File: config.mk
export PLATFORM = sky130hd
export DESIGN_NAME = hwmutex_bank
export DESIGN_NICKNAME = d
export VERILOG_FILES = /design/src/rtl/hwmutex_pkg.sv /design/src/rtl/hwmutex_decode.sv /design/src/rtl/hwmutex_flags.sv /design/src/rtl/hwmutex_bank.sv
export SDC_FILE = /design/constraint.sdc
export NUM_CORES = 1
export LEC_CHECK = 0
export ABC_CLOCK_PERIOD_IN_PS = 3400
export BUFFER_PORTS_ARGS = -buffer_cell sky130_fd_sc_hd__buf_4
export CORE_MARGIN = 2
export CORE_UTILIZATION = 40
export DETAILED_ROUTE_END_ITERATION = 8
export PLACE_DENSITY = 0.74
export SYNTH_ARGS = -nofsm -noshare
export SYNTH_HDL_FRONTEND = slang
export SYNTH_SLANG_ARGS = --single-unit
File: constraint.sdc
create_clock -name clk -period 3.4 [get_ports clk]
set_input_delay 0.17 -clock clk [delete_from_list [all_inputs] [get_ports clk]]
set_output_delay 0.17 -clock clk [all_outputs]
set_load 0.02 [all_outputs]
File: src/rtl/hwmutex_pkg.sv
package hwmutex_pkg;

    localparam int unsigned DATA_W       = 32;
    localparam int unsigned IDX_MAX_W    = 8;     // enough for 256 flags
    localparam int unsigned LOCK_BASE    = 256;   // byte offset of flag 0
    localparam int unsigned CODE_LSB     = 28;

    typedef enum logic [1:0] {
        TGT_NONE,
        TGT_STATUS,
        TGT_LOCK
    } target_e;

    typedef struct packed {
        target_e                target;
        logic [IDX_MAX_W-1:0]   idx;
    } bus_access_t;

    function automatic bit count_ok(int unsigned n);
        return (n == 32) || (n == 64) || (n == 128) || (n == 256);
    endfunction

    function automatic logic [3:0] count_code(int unsigned n);
        case (n)
            32:      return 4'd1;
            64:      return 4'd2;
            128:     return 4'd3;
            256:     return 4'd4;
            default: return 4'd0;
        endcase
    endfunction

    function automatic logic [DATA_W-1:0] status_word(int unsigned n);
        return {count_code(n), {CODE_LSB{1'b0}}};
    endfunction

endpackage

File: src/rtl/hwmutex_decode.sv
module hwmutex_decode
    import hwmutex_pkg::*;
#(
    parameter int unsigned NUM_LOCKS = 32,
    parameter int unsigned ADDR_W    = 12
) (
    input  logic [ADDR_W-1:0] addr,
    output bus_access_t       acc
);
    localparam int unsigned WORD_W = ADDR_W - 2;
    localparam logic [WORD_W-1:0] FIRST_WORD = WORD_W'(LOCK_BASE / 4);
    localparam logic [WORD_W-1:0] END_WORD   = WORD_W'(LOCK_BASE / 4 + NUM_LOCKS);

    logic [WORD_W-1:0] word;
    logic [WORD_W-1:0] offset;

    assign word   = addr[ADDR_W-1:2];
    assign offset = word - FIRST_WORD;

    always_comb begin
        acc.target = TGT_NONE;
        acc.idx    = '0;
        if (word == '0) begin
            acc.target = TGT_STATUS;
        end else if (word >= FIRST_WORD && word < END_WORD) begin
            acc.target = TGT_LOCK;
            acc.idx    = IDX_MAX_W'(offset);
        end
    end

    initial begin
        a_cfg_addr_fits: assert (LOCK_BASE + 4 * NUM_LOCKS <= (1 << ADDR_W));
    end

    // the reported flag index never reaches the configured count
    always_comb begin
        a_r8_idx_in_range: assert (acc.target != TGT_LOCK || 32'(acc.idx) < NUM_LOCKS);
    end

endmodule

File: src/rtl/hwmutex_flags.sv
module hwmutex_flags
    import hwmutex_pkg::*;
#(
    parameter int unsigned NUM_LOCKS = 32,
    localparam int unsigned IDX_W    = $clog2(NUM_LOCKS)
) (
    input  logic              clk,
    input  logic              rst,
    input  logic              claim,      // read of a mapped flag
    input  logic              store,      // write to a mapped flag
    input  logic [DATA_W-1:0] wdata,
    input  logic [IDX_W-1:0]  idx,
    output logic              prev_held   // state seen by the read, after any write
);
    logic [NUM_LOCKS-1:0] held;
    logic                 release_req;

    assign release_req = store && (wdata == '0);

    // Write is ordered before the read of the same cycle.
    assign prev_held = release_req ? 1'b0 : held[idx];

    for (genvar i = 0; i < NUM_LOCKS; i++) begin : g_flag
        logic sel;
        assign sel = (32'(idx) == i);
        always_ff @(posedge clk) begin
            if (rst) begin
                held[i] <= 1'b0;
            end else if (sel && claim) begin
                held[i] <= 1'b1;
            end else if (sel && release_req) begin
                held[i] <= 1'b0;
            end
        end
    end

    // any claim leaves the flag taken
    a_r3_claim_sets: assert property (@(posedge clk) disable iff (rst)
        claim |=> held[$past(idx)]);

    // a lone release frees the flag
    a_r5_release_clears: assert property (@(posedge clk) disable iff (rst)
        (release_req && !claim) |=> !held[$past(idx)]);

    // a nonzero write alone leaves every flag as it was
    a_r6_nonzero_write_inert: assert property (@(posedge clk) disable iff (rst)
        (store && !release_req && !claim) |=> held == $past(held));

    // without a mapped access nothing moves
    a_r8_idle_stable: assert property (@(posedge clk) disable iff (rst)
        (!claim && !store) |=> $stable(held));

endmodule

File: src/rtl/hwmutex_bank.sv
module hwmutex_bank
    import hwmutex_pkg::*;
#(
    parameter int unsigned NUM_LOCKS = 32,
    parameter int unsigned ADDR_W    = 12
) (
    input  logic              clk,
    input  logic              rst,
    input  logic [ADDR_W-1:0] bus_addr,
    input  logic              bus_rd,
    input  logic              bus_wr,
    input  logic [DATA_W-1:0] bus_wdata,
    output logic [DATA_W-1:0] bus_rdata,
    output logic              bus_ready
);
    localparam int unsigned IDX_W = $clog2(NUM_LOCKS);
    localparam logic [DATA_W-1:0] STATUS_VAL = status_word(NUM_LOCKS);

    bus_access_t acc;
    logic        lock_hit;
    logic        prev_held;

    hwmutex_decode #(
        .NUM_LOCKS (NUM_LOCKS),
        .ADDR_W    (ADDR_W)
    ) u_decode (
        .addr (bus_addr),
        .acc  (acc)
    );

    assign lock_hit = (acc.target == TGT_LOCK);

    hwmutex_flags #(
        .NUM_LOCKS (NUM_LOCKS)
    ) u_flags (
        .clk       (clk),
        .rst       (rst),
        .claim     (bus_rd && lock_hit),
        .store     (bus_wr && lock_hit),
        .wdata     (bus_wdata),
        .idx       (acc.idx[IDX_W-1:0]),
        .prev_held (prev_held)
    );

    always_ff @(posedge clk) begin
        if (rst) begin
            bus_ready <= 1'b0;
            bus_rdata <= '0;
        end else begin
            bus_ready <= bus_rd || bus_wr;
            bus_rdata <= '0;
            if (bus_rd) begin
                case (acc.target)
                    TGT_STATUS: bus_rdata <= STATUS_VAL;
                    TGT_LOCK:   bus_rdata <= DATA_W'(prev_held);
                    default:    bus_rdata <= '0;
                endcase
            end
        end
    end

    initial begin
        a_cfg_lock_count: assert (count_ok(NUM_LOCKS));
    end

    // every access gets exactly one ready pulse in the next cycle
    a_r10_ready_follows: assert property (@(posedge clk) disable iff (rst)
        (bus_rd || bus_wr) |=> bus_ready);
    a_r10_ready_idle: assert property (@(posedge clk) disable iff (rst)
        !(bus_rd || bus_wr) |=> !bus_ready);
    a_r10_rdata_quiet: assert property (@(posedge clk) disable iff (rst)
        !bus_rd |=> bus_rdata == '0);

    // a status read returns the count code
    a_r7_status_value: assert property (@(posedge clk) disable iff (rst)
        (bus_rd && acc.target == TGT_STATUS) |=> bus_rdata == STATUS_VAL);

    // unmapped reads return zero
    a_r8_unmapped_zero: assert property (@(posedge clk) disable iff (rst)
        (bus_rd && acc.target == TGT_NONE) |=> bus_rdata == '0);

endmodule

After elaboration in Yosys (flattened, before gate mapping)
Cells that the tools add are included.
{"block": "totals", "reg_bits": 65, "input_bits": 48, "output_inout_bits": 33, "wordCells": 248}
{"block": "classes", "add_sub_neg": 1, "magnitude_cmp": 3, "n_eq_ne": 33, "mux": 71, "n_bitwise": 1, "reduce_logical": 105}
{"cell": "5-bit equality test (second input constant)", "n": 16}
{"cell": "1-bit logical AND", "n": 68}
{"cell": "1-bit two-way mux", "n": 66}
{"cell": "2-bit nonzero test", "n": 32}
{"cell": "29-bit case mux with 2 select lines", "n": 1}
{"cell": "5-bit by 4-bit equality test with 1-bit output (second input constant)", "n": 8}
{"cell": "32-bit zero test", "n": 1}
{"cell": "5-bit by 3-bit equality test with 1-bit output (second input constant)", "n": 4}
{"cell": "5-bit by 2-bit equality test with 1-bit output (second input constant)", "n": 2}
{"cell": "10-bit by 7-bit greater-or-equal comparator with 1-bit output (second input constant)", "n": 1}
{"cell": "10-bit zero test", "n": 1}
{"cell": "10-bit by 7-bit < comparator with 1-bit output (second input constant)", "n": 1}
{"cell": "10-bit two-way mux", "n": 1}
{"cell": "8-bit by 7-bit subtractor with 8-bit output (second input constant)", "n": 1}
{"cell": "5-bit by 6-bit < comparator with 1-bit output (second input constant)", "n": 1}
{"cell": "1-bit binary-select mux with 5-bit select", "n": 1}
{"cell": "5-bit by 1-bit equality test with 1-bit output (second input constant)", "n": 1}
{"cell": "5-bit zero test", "n": 1}
{"cell": "5-bit two-way mux", "n": 1}
{"cell": "2-bit by 1-bit equality test with 1-bit output (second input constant)", "n": 1}
{"cell": "2-bit equality test (second input constant)", "n": 1}
{"cell": "2-bit two-way mux", "n": 1}
{"cell": "2-bit OR reduction", "n": 1}
{"cell": "1-bit logical OR", "n": 1}
{"cell": "1-bit NOT", "n": 1}

Longest topological paths before layout
Gate-level depths: netlist (run 1).
{"block": "depth", "ltp_word": 10, "depth_mapped": 7, "mapped_depth_nobuf": 5}

Hierarchy
Synthesis (run 1) repeated with hierarchy kept, for this count alone.
{"block": "hier_totals", "cells_unflattened": 236, "hier_area_um2": 2304.7}
{"mod": "hwmutex_flags", "n_inst": 1, "cells_per_inst": 175, "area_per_inst_um2": 1771.7, "seq_area_each_um2": 640.6}
{"mod": "hwmutex_bank", "n_inst": 1, "cells_per_inst": 41, "area_per_inst_um2": 347.8, "seq_area_each_um2": 60.1}
{"mod": "hwmutex_decode", "n_inst": 1, "cells_per_inst": 20, "area_per_inst_um2": 185.2, "seq_area_each_um2": 0.0}

Worst setup path before layout (run 1)
OpenSTA, ideal clock, no wires.
{"block": "synth_timing", "path_kind": "input port to flip-flop", "from": "input port bus_addr[7]", "to": "register bus_rdata[0]", "setup_ns": 0.115, "t_arrival_ns": 1.622, "required_ns": 3.285, "slack_ns": 1.664, "stages": 6, "n_path_buf": 1, "cell_sequence": "or4_4 -> buf_6 -> or4_1 -> o21ai_1 -> nor4_1 -> o21a_1"}
{"block": "synth_via", "elab_chain_cells": 9, "word_cells_on_any_way": 15, "classes_between": "order compare (2); eq/ne (2); mux (7); reduce/logical (4)"}
{"element": "start, declared", "line_no": "hwmutex_bank.sv:9", "text": "input logic [ADDR_W-1:0] bus_addr,"}
{"element": "parallel branches: the longest is 8 deep, another holds 10-bit by 7-bit greater-or-equal comparator with 1-bit output"}
{"element": "29-bit case mux with 2 select lines (*)", "line_no": "hwmutex_bank.sv:53", "text": "case (acc.target)"}
{"element": "end signal, assigned", "line_no": "hwmutex_bank.sv:55", "text": "TGT_LOCK: bus_rdata <= DATA_W'(prev_held);"}
{"element": "end, declared", "line_no": "hwmutex_bank.sv:13", "text": "output logic [DATA_W-1:0] bus_rdata,"}
Every way passes the cells marked *. The select of a mux whose other input is x is not followed.
A chain may end at the register's enable or synchronous reset.

Worst setup path in the final report (run 1)
{"block": "layout_timing", "from": "input port bus_addr[7]", "to": "register u_flags.held[8]"}
{"block": "layout_via", "elab_chain_cells": 9, "word_cells_on_any_way": 16, "classes_between": "order compare (2); eq/ne (2); mux (4); reduce/logical (8)"}
{"element": "10-bit by 7-bit greater-or-equal comparator with 1-bit output / 10-bit by 7-bit < comparator with 1-bit output (equally long branches)", "line_no": "hwmutex_decode.sv:25", "text": "end else if (word >= FIRST_WORD && word < END_WORD) begin"}
{"element": "1-bit logical AND", "line_no": "hwmutex_decode.sv:25"}
{"element": "10-bit two-way mux", "line_no": "hwmutex_decode.sv:25"}
{"element": "2-bit two-way mux", "line_no": "hwmutex_decode.sv:23", "text": "if (word == '0) begin"}
{"element": "2-bit equality test", "line_no": "hwmutex_bank.sv:31", "text": "assign lock_hit = (acc.target == TGT_LOCK);"}
{"element": "1-bit logical AND", "line_no": "hwmutex_bank.sv:39", "text": ".store (bus_wr && lock_hit),"}
{"element": "1-bit logical AND", "line_no": "hwmutex_flags.sv:18", "text": "assign release_req = store && (wdata == '0);"}
{"element": "1-bit logical AND", "line_no": "hwmutex_flags.sv:31", "text": "end else if (sel && release_req) begin"}
{"element": "2-bit nonzero test (no line)"}
{"element": "end signal, assigned by index", "line_no": "hwmutex_flags.sv:28", "text": "held[i] <= 1'b0;"}
{"element": "end signal, assigned by index", "line_no": "hwmutex_flags.sv:30", "text": "held[i] <= 1'b1;"}
{"element": "end signal, assigned by index", "line_no": "hwmutex_flags.sv:32", "text": "held[i] <= 1'b0;"}
{"element": "end, declared", "line_no": "hwmutex_flags.sv:15", "text": "logic [NUM_LOCKS-1:0] held;"}
Several ways; a longest one is shown, not always the timed one.

==> flow_summary.ini, run 1 <==
[setup_path]
cp_data_required_time_ns = 3.57
reg2reg_to = bus_rdata[0]
critPathSlowestCell = or4_4
cp-end-kind = flip-flop
crit_fanout = 15
slowest_delay_ns = 0.63
cp_common_cell = o21ai_0
path_cells = buf_4 > or4_4 > nor3_1 > nand4_1 > o21ai_0 > o21ai_0
critical_path_class = input pin to flip-flop
r2r_start = u_flags.held[23]
r2r_cells = 5
r2r_setup_slack_ns = 1.73
start_kind = input pin
arrival_ns = 2.19

[die]
fp.dieW_um = 77.4
die_area_um2 = 5990
start_util_pct = 41.9
io_pins = 81
core_um2 = 5140
die_y_um = 77.4
rows = 26

[detailed_routing]
first_iter_violations = 156
finalWirelength_um = 5210
drt-vias-per-instance = 5.21
drc = 0
route.vias.total = 1949
ant_nets = 0
dr.pass1.iters = 4
avgRoutedWirePerCell_um = 13.9

[cts]
cts_resized = 0
cts_hold_buf = 0
clk_pin_slew_ns = 0.07
cts_htree_levels = 2
numCtsBuffers = 5
clock_latency_ns = 0.28
cts_max_path_buffers = 2
clockRootBuffer = clkbuf_8
cts_setup_buffers = 0
cts_tree = yes
clkSinkCount = 35

[final_layout]
final_cells = 374
final_common_cell = buf_4
nets = 351
drive_gt1_share_pct = 21.7
multi_input_area_um2 = 1260
post-route-cell-area_um2 = 2510
fillCellCount = 506
areaGrowthSynthToFinish_pct = 16.4
layout_common_cells = buf_4 (48), o21ai_0 (38), dfxtp_1 (35)
ff_latch_area_um2 = 701
antenna_cells = 0

[synthesis]
synth_top_area_share_pct = 32.5
synthTopCellsByArea = dfxtp_1 (33%), buf_4 (10%), o21ai_0 (8.8%)
ys.warnings.count = 0
ys_types = 40
synth.ff_latch_count = 35
netlist_instances = 262
synth_area_leader_cell = dfxtp_1
async_reset_ff_share_pct = 0
seq_area_frac_synth_pct = 32.5
syn_area_um2 = 2160
synthFlopType = dfxtp_1
synth_edf_count = 0
synth_area_per_cell_um2 = 8.23

[min_path]
hold_path_end = bus_ready
whs_path_depth = 3
holdCritStartpoint = bus_wr
hold_class = input pin to flip-flop

[power_and_ir_drop]
seqPwrFrac_pct = 50.3
p_int_mw = 0.601
switching_power_mw = 0.219
clock_power_share_pct = 35.2
comb_power_share_pct = 14.6
peakVddDrop_uv = 172
p_leak_nw = 0.955
p_sw_share_pct = 26.7
power_density_nw_per_um2 = 327

[sta]
period_share_pct = 59.3
setup_viol = 0
final-hold-violation-count = 0
holdWs_ns = 0.0966
period_minus_slack_ns = 2.02
slew_headroom_pct = 49.1
rsz0062_at_grt = no
slew_viol_final = 0
final.setup.tns_ns = 0
fmaxAchievable_ghz = 0.496
worst_slew_pin_slew_ns = 0.761
skew_ns = 0.00436

[global_routing]
grt.overflow.total = 0
grt_pass1_vias = 1740
grt_pass1_wl_um = 8280
grt_max_degree = 36
grt_antenna_before_repair = 0
track_usage_pct = 17.2

[placed_design]
post_dp_cell_area_um2 = 2430
gp_congestion = 0.750
dp_cells = 366
io_buffers = 48
dp_hpwl_um = 3610

[flow_run]
drv_cap = 0

[status]
outcome = finished clean
[cell type report]
class	count	share of cell area, %
well taps	70	3.49
clock inverters	1	0.200
inverters	5	0.748
multi-input cells	208	50.2
clock buffers	7	3.04
repair buffers	48	14.4
flip-flops and latches	35	27.9
[power groups by stage]
stage	combinational, mW	clock [mW]	sequential (mW)
3_3_place_gp	0.118	0	0.421
2_1_floorplan	0.0897	0	0.422
6_report	0.119	0.288	0.412
3_5_place_dp	0.118	0	0.421
5_1_grt	0.128	0.313	0.412
4_1_cts	0.119	0.296	0.412
[worst max-delay path by stage]
stage,start,endpoint,slack (ns)
global route,bus_addr[7],u_flags.held[7],1.22
CTS,bus_addr[7],u_flags.held[8],1.42
finish,bus_addr[7],u_flags.held[8],1.38
detailed placement,bus_addr[7],u_flags.held[7],1.14
floorplan,bus_addr[7],bus_rdata[0],1.66
global placement,bus_addr[7],u_flags.held[7],1.16
[critical path, delay by kind of cell]
family	cells	cell delay, ns
AND/OR/NAND/NOR	3	1.43
AO/OA/AOI/OAI	2	0.47
buffers and inverters	1	0.12
[registers in the layout, summed over array words and instances (netlist names)]
register,count
bus_rdata,2
bus_ready,1
u_flags.held,32
[cells by family after synthesis]
| group | share of synthesized area, % |
|---|---|
| AO/OA/AOI/OAI | 17.0 |
| other | 0.174 |
| AND/OR/NAND/NOR | 26.8 |
| multiplexers | 9.46 |
| flip-flops | 32.5 |
| buffers and inverters | 14.1 |
[Yosys cell counts, types with 2 or more instances]
cell type  number
nor3_2          2
a21oi_1         6
nor2b_1        28
buf_4          30
nand3_1        11
o21ai_1        16
or4_1           3
o21ai_0        38
nor2_1          7
dfxtp_1        35
buf_2           3
nor3_1          4
nor4_1         10
o32ai_1         2
nand4_1         2
nand2_1        16
clkbuf_1        8
and4_1          2
mux2i_1         8
or3_1           3
inv_1           5
mux4_2          5
[stage by stage]
| stage | utilization [%] | total power, mW | setup WS (ns) |
|---|---|---|---|
| global placement | 47.2 | 0.539 | 1.16 |
| finish | 48.8 | 0.820 | 1.38 |
| CTS | 48.8 | 0.827 | 1.42 |
| floorplan | - | 0.512 | 1.66 |
| global route | 48.8 | 0.853 | 1.22 |
| detailed placement | 47.2 | 0.540 | 1.14 |
[per-layer routing]
layer	GRT usage, %	share of wire [%]
met4	4.82	0.83
met5	0	0
met2	28.4	46
met3	4.42	9.9
met1	22.3	43
Power figures use the tool's default switching activity.
==> run 2, diff against run 1 <==
--- a/config.mk
+++ b/config.mk
@@ -5,12 +5,13 @@
 export SDC_FILE = /design/constraint.sdc
 export NUM_CORES = 1
 export LEC_CHECK = 0
-export ABC_CLOCK_PERIOD_IN_PS = 3400
+export ABC_AREA = 1
+export ABC_CLOCK_PERIOD_IN_PS = 2000
 export BUFFER_PORTS_ARGS = -buffer_cell sky130_fd_sc_hd__buf_4
 export CORE_MARGIN = 2
 export CORE_UTILIZATION = 40
 export DETAILED_ROUTE_END_ITERATION = 8
-export PLACE_DENSITY = 0.74
+export PLACE_DENSITY = 0.72
 export SYNTH_ARGS = -nofsm -noshare
 export SYNTH_HDL_FRONTEND = slang
 export SYNTH_SLANG_ARGS = --single-unit
==> constraint.sdc (replaced) <==
create_clock -name clk -period 2 [get_ports clk]
set_input_delay 0.1 -clock clk [delete_from_list [all_inputs] [get_ports clk]]
set_output_delay 0.1 -clock clk [all_outputs]
set_load 0.02 [all_outputs]
==> run 2 against run 1 <==
Against the previous run: via count increased by 37%; wire length increased by 26%; clock-buffer cell count unchanged; design area increased by 21%; first-iteration DRC count decreased by 4.5%; global-route usage increased by 0.89 points; largest power group unchanged.
==> flow_summary.ini, run 2 <==
[synthesis]
synthFlopType = dfxtp_1
synth_area_leader_cell = dfxtp_1
netlist_instances = 404
synth_top_family_by_area = simple AND/OR/NAND/NOR gates
synth.mux.area_fraction_pct = 0
synth_simple_gate_area_share_pct = 42.7
synth.ff_latch_count = 35
synth-compound-area-share_pct = 10.8
ys.warnings.count = 0
synthAdderAreaFrac_pct = 0
syn_area_um2 = 2640
synthTopCellsByArea = dfxtp_1 (27%), nand2_1 (12%), buf_4 (9.1%)
yosysMostFrequentCell = nand2_1
ys_top_cells_by_count = nand2_1 (85), inv_1 (45), nor2_1 (40), dfxtp_1 (35), nand3_1 (35)
synth-xor-area-share_pct = 0
synth_area_per_cell_um2 = 6.53
synth_top_area_share_pct = 26.5
async_reset_ff_share_pct = 0
ys_types = 34
seq_area_frac_synth_pct = 26.5
synth_edf_count = 0

[power_and_ir_drop]
power_density_nw_per_um2 = 472
seqPwrFrac_pct = 48.7
peakVddDrop_uv = 239
comb_power_share_pct = 16.5
power_mw = 1.44
p_int_mw = 1.02
switching_power_mw = 0.411
p_sw_share_pct = 28.7
clock_power_share_pct = 34.9
p_leak_nw = 1.22

[setup_path]
arrival_ns = 1.75
cp_data_required_time_ns = 2.16
start_kind = input pin
cp-end-kind = flip-flop
crit_fanout = 34
critical_path_class = input pin to flip-flop

[sta]
slew_viol_final = 0
final-hold-violation-count = 0
fin_ws_ns = 0.414
fmaxAchievable_ghz = 0.631
slew_headroom_pct = 62.9
worst_slew_pin_slew_ns = 0.556
period_share_pct = 79.3
holdWs_ns = 0.0593
period_minus_slack_ns = 1.59
final.setup.tns_ns = 0
setup_viol = 0
skew_ns = 0.0116
rsz0062_at_grt = no

[cts]
clk_pin_slew_ns = 0.07
cts_resized = 0
cts_htree_levels = 2
clock_latency_ns = 0.29
cts_setup_buffers = 0
numCtsBuffers = 5
cts_max_path_buffers = 2
clockRootBuffer = clkbuf_8
cts_tree = yes
clkSinkCount = 35

[placed_design]
dp_hpwl_um = 4910
dp_cells = 522
pre_cts_slack_ns = 0.309
post_dp_cell_area_um2 = 2950
gp_congestion = 0.856
io_buffers = 48

[detailed_routing]
dr.pass1.iters = 4
finalWirelength_um = 6550
first_iter_violations = 149
drt-vias-per-instance = 5.04
avgRoutedWirePerCell_um = 12.3
route.vias.total = 2675
drc = 0
ant_nets = 0

[die]
die_y_um = 85.2
io_pins = 81
core_um2 = 6350
rows = 29
die_area_um2 = 7270
start_util_pct = 41.6
fp.dieW_um = 85.2

[final_layout]
post-route-util_pct = 47.9
reg.largest.list = u_flags.held (32), bus_rdata (2), bus_ready (1)
regMostFlops = u_flags.held
nets = 501
largest_reg_flops = 32
final_cells = 531
post-route-cell-area_um2 = 3040
layout_common_cells = nand2_1 (85), buf_4 (55), inv_1 (45)
final_common_cell = nand2_1
drive_gt1_share_pct = 22.2
fillCellCount = 651
areaGrowthSynthToFinish_pct = 15.2
antenna_cells = 0

[status]
outcome = finished clean

[global_routing]
grt_pass1_wl_um = 10700
grt_max_degree = 35
grt_antenna_before_repair = 0
grt.overflow.total = 0
track_usage_pct = 18.1
grt_pass1_vias = 2336

[min_path]
hold_class = input pin to flip-flop

[flow_run]
drv_cap = 0
run 2: cell types whose count changed after synthesis, moves of 7 or more:
cell	previous run	this run
nor2_4	0	11
nand4_1	2	16
nand2_1	16	85
inv_1	5	45
o22ai_1	0	14
o21ai_0	38	5
nor2_2	0	7
mux2i_1	8	0
nor2_1	7	40
a21oi_1	6	18
inv_2	0	9
nor2b_1	28	0
nand3_1	11	35
run 2: layer usage:
metal	track usage, %	wire, µm
met1	23.0	2820
met2	30.9	3130
met3	3.31	445
met4	5.77	152
met5	0	0
run 2: path summary, 6_finish.rpt:
kind	startpoint	to	slack, ns	depth (start not counted)
max	bus_addr[6]	u_flags.held[4]	0.41	8
min	bus_wr	bus_ready	0.06	3
max reg2reg	u_flags.held[14]	bus_rdata[0]	0.89	10
min reg2reg	u_flags.held[4]	u_flags.held[4]	0.48	2
run 2: cell families after synthesis:
family	Yosys count
compound gates	52
buf+inv	99
other cells	1
flops	35
simple gates	217
run 2: critical path, cell delays in order:
cell and delay [ns]:
dlygate4sd3_1 0.54, buf_4 0.14, inv_1 0.10, nor2_4 0.06, inv_2 0.41, nand3_1 0.13
o21ai_0 0.18, a21oi_1 0.08
run 2: power by group through the flow:
| stage | Clock (mW) | Combinational [mW] | Sequential (mW) |
|---|---|---|---|
| global route | 0.542 | 0.256 | 0.699 |
| floorplan | 0 | 0.174 | 0.716 |
| global placement | 0 | 0.229 | 0.715 |
| detailed placement | 0 | 0.233 | 0.715 |
| finish | 0.501 | 0.236 | 0.699 |
| CTS | 0.508 | 0.235 | 0.699 |
run 2: area by class of cell:
cell class                 instances  area [µm²]  share of cell area [%]
clock buffer                       7        76.3                    2.51
timing repair buffer              56         423                    13.9
inverter                          56         213                    7.00
clock inverter                     1        5.00                   0.165
sequential                        35         701                    23.0
tap                               77        96.3                    3.17
multi-input combinational        299        1530                    50.2
run 2: what timing repair did:
| item | CTS | global route |
|---|---|---|
| hold endpoints to repair | 1 | 0 |
| endpoints found under the setup margin | 0 | 0 |
| hold buffers | 1 | 0 |
